`src/rtl/fwd_pkg.sv`:
```
// Shared constants and types for the feed watchdog.
// Assumes an 8-bit register write bus with a 2-bit address.
package fwd_pkg;
    localparam int DATA_W = 8;

    localparam logic [1:0] ADDR_CTRL   = 2'd0;
    localparam logic [1:0] ADDR_RELOAD = 2'd1;
    localparam logic [1:0] ADDR_FEED1  = 2'd2;
    localparam logic [1:0] ADDR_FEED2  = 2'd3;

    localparam logic [DATA_W-1:0] FEED_KEY1 = 8'hA5;
    localparam logic [DATA_W-1:0] FEED_KEY2 = 8'h5A;

    localparam logic [1:0] SRC_PCLK  = 2'd0;
    localparam logic [1:0] SRC_WDOSC = 2'd1;
    localparam logic [1:0] SRC_XTAL  = 2'd2;

    // Active control fields. Bit 2 of a control write is the flag clear and is not stored.
    typedef struct packed {
        logic [2:0] tap;
        logic       wd_mode;
        logic       run;
        logic [1:0] src;
    } ctrl_t;

    localparam ctrl_t CTRL_RST = '{tap: 3'd7, wd_mode: 1'b0, run: 1'b0, src: SRC_PCLK};
endpackage

```
`src/rtl/fwd_tick_sel.sv`:
```
// Source tick selection for the feed watchdog.
// Picks one of three enable strobes. The crystal strobe is divided by 2**XDIV_W.
// The peripheral strobe is blocked while the CPU is powered down.
// Assumes every strobe is already synchronous to clk.
module fwd_tick_sel #(
    parameter int XDIV_W = 5
) (
    input  logic       clk,
    input  logic       rst_n,
    input  logic       clr,
    input  logic [1:0] src,
    input  logic       pclk_en,
    input  logic       wdosc_en,
    input  logic       xtal_en,
    input  logic       cpu_pd,
    output logic       src_tick
);
    import fwd_pkg::*;

    logic xtal_tick;

    generate
        if (XDIV_W == 0) begin : g_nodiv
            assign xtal_tick = xtal_en;
        end else begin : g_div
            logic [XDIV_W-1:0] xdiv_q;
            // Divide the crystal strobe; a feed restarts the divider phase.
            always_ff @(posedge clk) begin
                if (!rst_n || clr)  xdiv_q <= '0;
                else if (xtal_en)   xdiv_q <= xdiv_q + 1'b1;
            end
            assign xtal_tick = xtal_en && (&xdiv_q);
        end
    endgenerate

    // Route the selected source; the peripheral clock stops during CPU power-down.
    always_comb begin
        case (src)
            SRC_WDOSC: src_tick = wdosc_en;
            SRC_XTAL:  src_tick = xtal_tick;
            default:   src_tick = pclk_en && !cpu_pd;
        endcase
    end

    p_pd_gate_r4: assert property (@(posedge clk) disable iff (!rst_n)
        ((src == SRC_PCLK || src == 2'd3) && cpu_pd) |-> !src_tick);
endmodule

```
`src/rtl/fwd_feed_seq.sv`:
```
// Feed sequence tracker for the feed watchdog.
// Accepts the two-byte ordered feed. It flags any write that breaks the
// sequence, and any control write that is not followed by the first key.
// Assumes at most one write per cycle.
module fwd_feed_seq (
    input  logic       clk,
    input  logic       rst_n,
    input  logic       wr_en,
    input  logic [1:0] wr_addr,
    input  logic [7:0] wr_data,
    output logic       feed_ok,
    output logic       seq_err
);
    import fwd_pkg::*;

    typedef enum logic [1:0] {S_IDLE, S_NEED1, S_GOT1} seq_e;
    seq_e st_q, st_d;

    // Work out the next sequence state and the result of the current write.
    always_comb begin
        st_d    = st_q;
        feed_ok = 1'b0;
        seq_err = 1'b0;
        if (wr_en) begin
            case (st_q)
                S_IDLE: begin
                    if (wr_addr == ADDR_CTRL) begin
                        st_d = S_NEED1;
                    end else if (wr_addr == ADDR_FEED1) begin
                        if (wr_data == FEED_KEY1) st_d = S_GOT1;
                        else                      seq_err = 1'b1;
                    end else if (wr_addr == ADDR_FEED2) begin
                        seq_err = 1'b1;
                    end
                end
                S_NEED1: begin
                    if (wr_addr == ADDR_FEED1 && wr_data == FEED_KEY1) begin
                        st_d = S_GOT1;
                    end else begin
                        seq_err = 1'b1;
                        st_d    = (wr_addr == ADDR_CTRL) ? S_NEED1 : S_IDLE;
                    end
                end
                S_GOT1: begin
                    if (wr_addr == ADDR_FEED2 && wr_data == FEED_KEY2) begin
                        feed_ok = 1'b1;
                        st_d    = S_IDLE;
                    end else begin
                        seq_err = 1'b1;
                        st_d    = (wr_addr == ADDR_CTRL) ? S_NEED1 : S_IDLE;
                    end
                end
                default: st_d = S_IDLE;
            endcase
        end
    end

    // Hold the sequence state.
    always_ff @(posedge clk) begin
        if (!rst_n) st_q <= S_IDLE;
        else        st_q <= st_d;
    end

    p_ok_not_err_r5: assert property (@(posedge clk) disable iff (!rst_n)
        !(feed_ok && seq_err));
    p_ok_only_from_got1_r1: assert property (@(posedge clk) disable iff (!rst_n)
        feed_ok |=> (st_q == S_IDLE));
endmodule

```
`src/rtl/fwd_counter.sv`:
```
// Prescaler and down counter for the feed watchdog.
// The prescaler counts source ticks. When the low (TAP_BASE+tap) bits of the
// prescaler are all ones on a tick, the down counter decrements. An
// underflow reloads the counter. A load clears the prescaler and reloads the counter.
module fwd_counter #(
    parameter int PRE_W = 12,
    parameter int TAP_W = 3,
    parameter int CNT_W = 8
) (
    input  logic             clk,
    input  logic             rst_n,
    input  logic             src_tick,
    input  logic             run,
    input  logic [TAP_W-1:0] tap,
    input  logic [CNT_W-1:0] reload_val,
    input  logic             load,
    output logic             underflow
);
    localparam int N_TAPS   = 2 ** TAP_W;
    localparam int TAP_BASE = PRE_W - N_TAPS + 1;

    logic [PRE_W-1:0]  pre_q;
    logic [CNT_W-1:0]  cnt_q;
    logic [N_TAPS-1:0] tap_hit;
    logic              step;
    logic              dec;

    genvar gi;
    generate
        for (gi = 0; gi < N_TAPS; gi++) begin : g_tap
            assign tap_hit[gi] = &pre_q[TAP_BASE+gi-1:0];
        end
    endgenerate

    assign step      = src_tick && run;
    assign dec       = step && tap_hit[tap];
    assign underflow = dec && (cnt_q == '0) && !load;

    // Advance the prescaler on each enabled source tick.
    always_ff @(posedge clk) begin
        if (!rst_n || load) pre_q <= '0;
        else if (step)      pre_q <= pre_q + 1'b1;
    end

    // Decrement the counter on tap hits and reload it on a load or an underflow.
    always_ff @(posedge clk) begin
        if (!rst_n)         cnt_q <= '1;
        else if (load)      cnt_q <= reload_val;
        else if (dec)       cnt_q <= (cnt_q == '0) ? reload_val : cnt_q - 1'b1;
    end

    p_feed_reload_r1: assert property (@(posedge clk) disable iff (!rst_n)
        load |=> (cnt_q == $past(reload_val)));
    p_hold_no_tick_r4: assert property (@(posedge clk) disable iff (!rst_n)
        (!src_tick && !load) |=> ($stable(pre_q) && $stable(cnt_q)));
    p_uf_reload_r8: assert property (@(posedge clk) disable iff (!rst_n)
        underflow |=> (cnt_q == $past(reload_val)));
endmodule

```
`src/rtl/feed_watchdog.sv`:
```
// Feed watchdog top level.
// Holds the pending and active control, the reload register and the timeout flag.
// Turns sequence errors and underflows into a one-cycle reset pulse in
// watchdog mode, or into an interrupt in timer mode.
// Assumes a synchronous active-low power-on reset and strobes synchronous to clk.
module feed_watchdog #(
    parameter int PRE_W  = 12,
    parameter int TAP_W  = 3,
    parameter int XDIV_W = 5
) (
    input  logic       clk,
    input  logic       rst_n,
    input  logic       wr_en,
    input  logic [1:0] wr_addr,
    input  logic [7:0] wr_data,
    input  logic       pclk_en,
    input  logic       wdosc_en,
    input  logic       xtal_en,
    input  logic       cpu_pd,
    output logic       sys_rst,
    output logic       timeout_flag,
    output logic       irq
);
    import fwd_pkg::*;

    localparam int CNT_W = DATA_W;

    ctrl_t            ctrl_act, ctrl_pend;
    logic [CNT_W-1:0] reload_q;
    logic             feed_ok, seq_err, src_tick, underflow;
    logic             ctrl_wr, reload_wr;

    assign ctrl_wr   = wr_en && (wr_addr == ADDR_CTRL);
    assign reload_wr = wr_en && (wr_addr == ADDR_RELOAD);

    fwd_feed_seq u_seq (
        .clk     (clk),
        .rst_n   (rst_n),
        .wr_en   (wr_en),
        .wr_addr (wr_addr),
        .wr_data (wr_data),
        .feed_ok (feed_ok),
        .seq_err (seq_err)
    );

    fwd_tick_sel #(.XDIV_W(XDIV_W)) u_tick (
        .clk      (clk),
        .rst_n    (rst_n),
        .clr      (feed_ok),
        .src      (ctrl_act.src),
        .pclk_en  (pclk_en),
        .wdosc_en (wdosc_en),
        .xtal_en  (xtal_en),
        .cpu_pd   (cpu_pd),
        .src_tick (src_tick)
    );

    fwd_counter #(.PRE_W(PRE_W), .TAP_W(TAP_W), .CNT_W(CNT_W)) u_cnt (
        .clk        (clk),
        .rst_n      (rst_n),
        .src_tick   (src_tick),
        .run        (ctrl_act.run || ctrl_act.wd_mode),
        .tap        (ctrl_act.tap),
        .reload_val (reload_q),
        .load       (feed_ok),
        .underflow  (underflow)
    );

    // Capture control writes into the pending copy.
    always_ff @(posedge clk) begin
        if (!rst_n)       ctrl_pend <= CTRL_RST;
        else if (ctrl_wr) ctrl_pend <= '{tap: wr_data[7:5], wd_mode: wr_data[4],
                                         run: wr_data[3], src: wr_data[1:0]};
    end

    // Move the pending control into use on a valid feed; watchdog mode is sticky.
    always_ff @(posedge clk) begin
        if (!rst_n) begin
            ctrl_act <= CTRL_RST;
        end else if (feed_ok) begin
            ctrl_act         <= ctrl_pend;
            ctrl_act.wd_mode <= ctrl_pend.wd_mode || ctrl_act.wd_mode;
        end
    end

    // Hold the reload value.
    always_ff @(posedge clk) begin
        if (!rst_n)         reload_q <= '1;
        else if (reload_wr) reload_q <= wr_data;
    end

    // Set the flag on underflow; a control write with bit 2 low clears it.
    always_ff @(posedge clk) begin
        if (!rst_n)                      timeout_flag <= 1'b0;
        else if (underflow)              timeout_flag <= 1'b1;
        else if (ctrl_wr && !wr_data[2]) timeout_flag <= 1'b0;
    end

    // Register the one-cycle system reset pulse.
    always_ff @(posedge clk) begin
        if (!rst_n) sys_rst <= 1'b0;
        else        sys_rst <= ctrl_act.wd_mode && (seq_err || underflow);
    end

    assign irq = timeout_flag && !ctrl_act.wd_mode;

    p_err_resets_r5: assert property (@(posedge clk) disable iff (!rst_n)
        (seq_err && ctrl_act.wd_mode) |=> sys_rst);
    p_wd_sticky_r10: assert property (@(posedge clk) disable iff (!rst_n)
        ctrl_act.wd_mode |=> ctrl_act.wd_mode);
    p_shadow_hold_r7: assert property (@(posedge clk) disable iff (!rst_n)
        !feed_ok |=> $stable(ctrl_act));
    p_tof_on_uf_r8: assert property (@(posedge clk) disable iff (!rst_n)
        underflow |=> timeout_flag);
    p_no_rst_timer_r9: assert property (@(posedge clk) disable iff (!rst_n)
        !ctrl_act.wd_mode |=> !sys_rst);
endmodule

```
`config.mk`:
```
export PLATFORM = sky130hd
export DESIGN_NAME = feed_watchdog
export DESIGN_NICKNAME = d
export VERILOG_FILES = /design/src/rtl/fwd_pkg.sv /design/src/rtl/fwd_tick_sel.sv /design/src/rtl/fwd_feed_seq.sv /design/src/rtl/fwd_counter.sv /design/src/rtl/feed_watchdog.sv
export SDC_FILE = /design/constraint.sdc
export NUM_CORES = 1
export LEC_CHECK = 0
export BUFFER_PORTS_ARGS = -buffer_cell sky130_fd_sc_hd__buf_2
export CAP_MARGIN = 20
export CORE_MARGIN = 10
export CORE_UTILIZATION = 61
export DETAILED_ROUTE_END_ITERATION = 10
export GPL_TIMING_DRIVEN = 0
export HOLD_SLACK_MARGIN = 0.05
export PLACE_DENSITY = 0.81
export SLEW_MARGIN = 30
export SYNTH_ARGS = -nofsm -noshare
export SYNTH_HDL_FRONTEND = slang
export SYNTH_HIERARCHICAL = 1
export SYNTH_SLANG_ARGS = --single-unit
```
`constraint.sdc`:
```
create_clock -name clk -period 4.1 [get_ports clk]
set_clock_uncertainty 0.1 [all_clocks]
set_input_delay 0.41 -clock clk [delete_from_list [all_inputs] [get_ports clk]]
set_output_delay 0.41 -clock clk [all_outputs]
set_load 0.02 [all_outputs]
```
==> run metrics <==
Layout area overhead=8.98%; NumNets Final=362; GR Util met2=23.9%; vias in the first global route=2243; slew at the pin closest to its max-slew limit=0.578 ns; Routed Antenna Nets=0; GPL Wtd Cong=0.923; Reg2Reg Setup Slack=0.74 ns; Post-synth EDFFs=0; post-synth top area share=37.0%; first-pass GRT wire length=9890 um; Yosys reg bits=51; ranking of synthesized cells by area=dfxtp_1 (37%), mux2i_1 (7.6%), ha_1 (4.1%); reg2reg path depth=11; Core ar.=4350 sq um; Final Hold Fails=0; port buffer count=18; post-route minimum period=3.36 ns; HP Class=input port to register; CP delay by family, top=simple AND/OR/NAND/NOR gates; Peak VDD IR=~0.00031 V; vias per inst=6.12; worst rel slew slack=61.1%; pin count of the biggest net entering global routing=18; mapped cell area=2760 sq um; DR vias=between 2000 and 2500; crit end category=register; routed len/inst=14.9 um; period utilization=82.1%; worst reg2reg endpoint=timeout_flag$_SDFFE_PN0P_; CTS Sinks=51; RSZ-0062 raised after global routing=no; DP Area=2910 sq um; initial antenna violation count=0; ys async rst share=0%; top_reg_cell synth=dfxtp_1; CTS Buf Count=5; Fmax=0.297 GHz; Remaining DRCs=0; Setup crit end=timeout_flag$_SDFFE_PN0P_; arrival time worst endpoint=roughly 3.5 ns; CP Launch Type=register; hold_buf cts=0; GRT Resource Usage Total=between 10% and 20%; die area=7610 sq um; layout cell share with drive strength beyond 1=13.9%; Worst-path clk slew=about 0.10 ns; Post-Syn Area per Cell=8.87 sq um; CTS H-tree depth=2; Post-Synthesis Cells=311; Die Height=87.3 um; met3 Resource Use GR=4.21%; hpwl dp=4320 um; Layout fillers=about 340; Worst path max stage delay=0.54 ns; IO Count=20; CTS tree=yes; warnings from Yosys=6; Routed WL=~5800 um; Mapped Nets=approximately 340; P_leak=0.00126 uW; Crit-path slowest cell=a2111oi_4; hold depth=3; Top Usage Layer GRT=met2; Die X-Extent=87.3 um; R2R Path Start=u_tick/g_div.xdiv_q[0]$_SDFFE_PP0P_; grt met1 use=20.0%; PostCTS Resize Cnt=0; top post-synthesis cells by count=dfxtp_1 (51), nand2_1 (27), nor2_1 (25), mux2i_1 (21), nor2b_1 (18); grt ovf=0; final design instance area without fill=3010 sq um; ant diodes=0; worst-path cell chain=ha_1 -> and3_2 -> ha_1 -> nand3_1 -> a22oi_1 -> nand2_1 -> a2111oi_4 -> nand2_1 -> nor3_1 -> o21ai_0 -> a21oi_1; CP max FO=10; Slew Limit Fails=0; initial core utilization=63.4%; Distinct cells, synth=between 60 and 70; initial DRC count=199; Final TNS setup=0 ns; Crit Path Class=register to register; DRT Pass-1 Iters=5; Max-Cap Viols=0; Clock Tree Buf Depth=2; P per Cell Area=289 nW/um^2; Std-Cell Rows=24; Critical Path Start=u_tick/g_div.xdiv_q[0]$_SDFFE_PP0P_; placed insts=381; sequential area share after synthesis=37.0%; worst skew pair latency=roughly 0.31 ns; most common cell in the synthesized netlist=dfxtp_1; outcome=finished clean; WP buf/inv=0; Synth area leader=dfxtp_1; # Post-CTS Setup Buffers=0; final cell count without fillers=389; Critical Path RT=4.24 ns; CP Depth=11; endpoints failing setup=0; Root Buffer=clkbuf_8
-- worst register-to-register path, stage by stage (launching register included) --
cell and delay, ns:
dfxtp_1 0.39, ha_1 0.20, and3_2 0.19, ha_1 0.14
nand3_1 0.07, a22oi_1 0.40, nand2_1 0.37, a2111oi_4 0.54
nand2_1 0.15, nor3_1 0.46, o21ai_0 0.15, a21oi_1 0.14
-- cell families after synthesis --
| family | after synthesis | share of synthesized area, % |
|---|---|---|
| AND/OR/NAND/NOR | 132 | 27.7 |
| multiplexers | 21 | 7.62 |
| flip-flops | 51 | 37.0 |
| AO/OA/AOI/OAI | 59 | 15.8 |
| buffers and inverters | 28 | 4.31 |
| XOR/XNOR | 11 | 3.49 |
| adder cells (fa/ha/maj) | 9 | 4.08 |
-- final cells by class --
cell class                      count  area, sq um  area share [%]
Tap cell                           52         65.1            2.16
Sequential cell                    51         1020            34.0
Timing Repair Buffer               18         90.1            3.00
Buffer                             11         55.1            1.83
Multi-Input combinational cell    232         1620            53.8
Clock buffer                        5         68.8            2.29
Inverter                           17         63.8            2.12
Clock inverter                      3         23.8           0.791
-- per-stage QoR --
step | setup WS [ns] | hold WS (ns) | util [%] | power [uW]
after floorplan | 1.50 | 0.334 | - | 555
after global placement | 0.917 | 0.349 | 66.9 | 576
after detailed placement | 0.868 | 0.365 | 66.9 | 577
after CTS | 0.790 | 0.274 | 69.1 | 876
after global routing | 0.344 | 0.294 | 69.1 | 903
final | 0.736 | 0.285 | 69.1 | 870
-- power by group --
group / internal (uW) / switching, uW / leakage (uW) / total, uW
sequential: 504 / 6.12 / 0.000413 / 510
combinational: 25.3 / 31.3 / 0.000801 / 56.6
clock: 124 / 180 / 0.0000461 / 304
-- cells in the final DEF, fill, tap and decap left out, types with 2 or more instances in the layout --
| cell | instances |
|---|---|
| dfxtp_1 | 51 |
| a21oi_1 | 10 |
| nand2b_1 | 4 |
| buf_2 | 22 |
| xnor2_1 | 4 |
| or2b_1 | 2 |
| and4bb_1 | 2 |
| clkbuf_1 | 5 |
| o31ai_1 | 2 |
| ha_1 | 9 |
| o211ai_1 | 5 |
| a31oi_1 | 4 |
| inv_1 | 17 |
| or2_2 | 2 |
| clkbuf_8 | 5 |
| nor3b_1 | 3 |
| o32a_1 | 2 |
| nor2_1 | 25 |
| o221ai_1 | 2 |
| a211oi_1 | 7 |
| nor4_1 | 2 |
| o21ai_0 | 9 |
| nand4b_1 | 6 |
| o21ai_1 | 2 |
| nand2_1 | 27 |
| nand3b_1 | 4 |
| nand3_1 | 11 |
| nor2b_1 | 18 |
| mux2i_1 | 21 |
| and4_1 | 2 |
| nand4_1 | 4 |
| xor2_1 | 7 |
| nor3_1 | 6 |
-- worst min path at each step --
stage / start / endpoint / slack (ns)
global route: wr_data[1] / ctrl_pend[1]$_SDFFE_PN0P_ / 0.29
CTS: wr_data[4] / ctrl_pend[3]$_SDFFE_PN0P_ / 0.27
global placement: ctrl_pend[0]$_SDFFE_PN0P_ / ctrl_pend[0]$_SDFFE_PN0P_ / 0.35
detailed placement: ctrl_pend[0]$_SDFFE_PN0P_ / ctrl_pend[0]$_SDFFE_PN0P_ / 0.36
floorplan: ctrl_pend[0]$_SDFFE_PN0P_ / ctrl_pend[0]$_SDFFE_PN0P_ / 0.33
finish: wr_data[4] / ctrl_pend[3]$_SDFFE_PN0P_ / 0.29
-- layer usage --
metal  share of wire, %  vias up
met5                  0        -
met4               0.92        0
met3                5.5       12
met2                 45       97
met1                 48     1094
li1                   -     1177
-- sequential cells by signal, indices dropped and copies added, names as in the netlist --
| name | count |
|---|---|
| u_cnt/cnt_q | 8 |
| sys_rst | 1 |
| u_cnt/pre_q | 12 |
| u_seq/st_q | 2 |
| timeout_flag | 1 |
| u_tick/g_div.xdiv_q | 5 |
| ctrl_act | 7 |
| reload_q | 8 |
| ctrl_pend | 7 |
No activity file was read; power rests on OpenSTA's default activity.
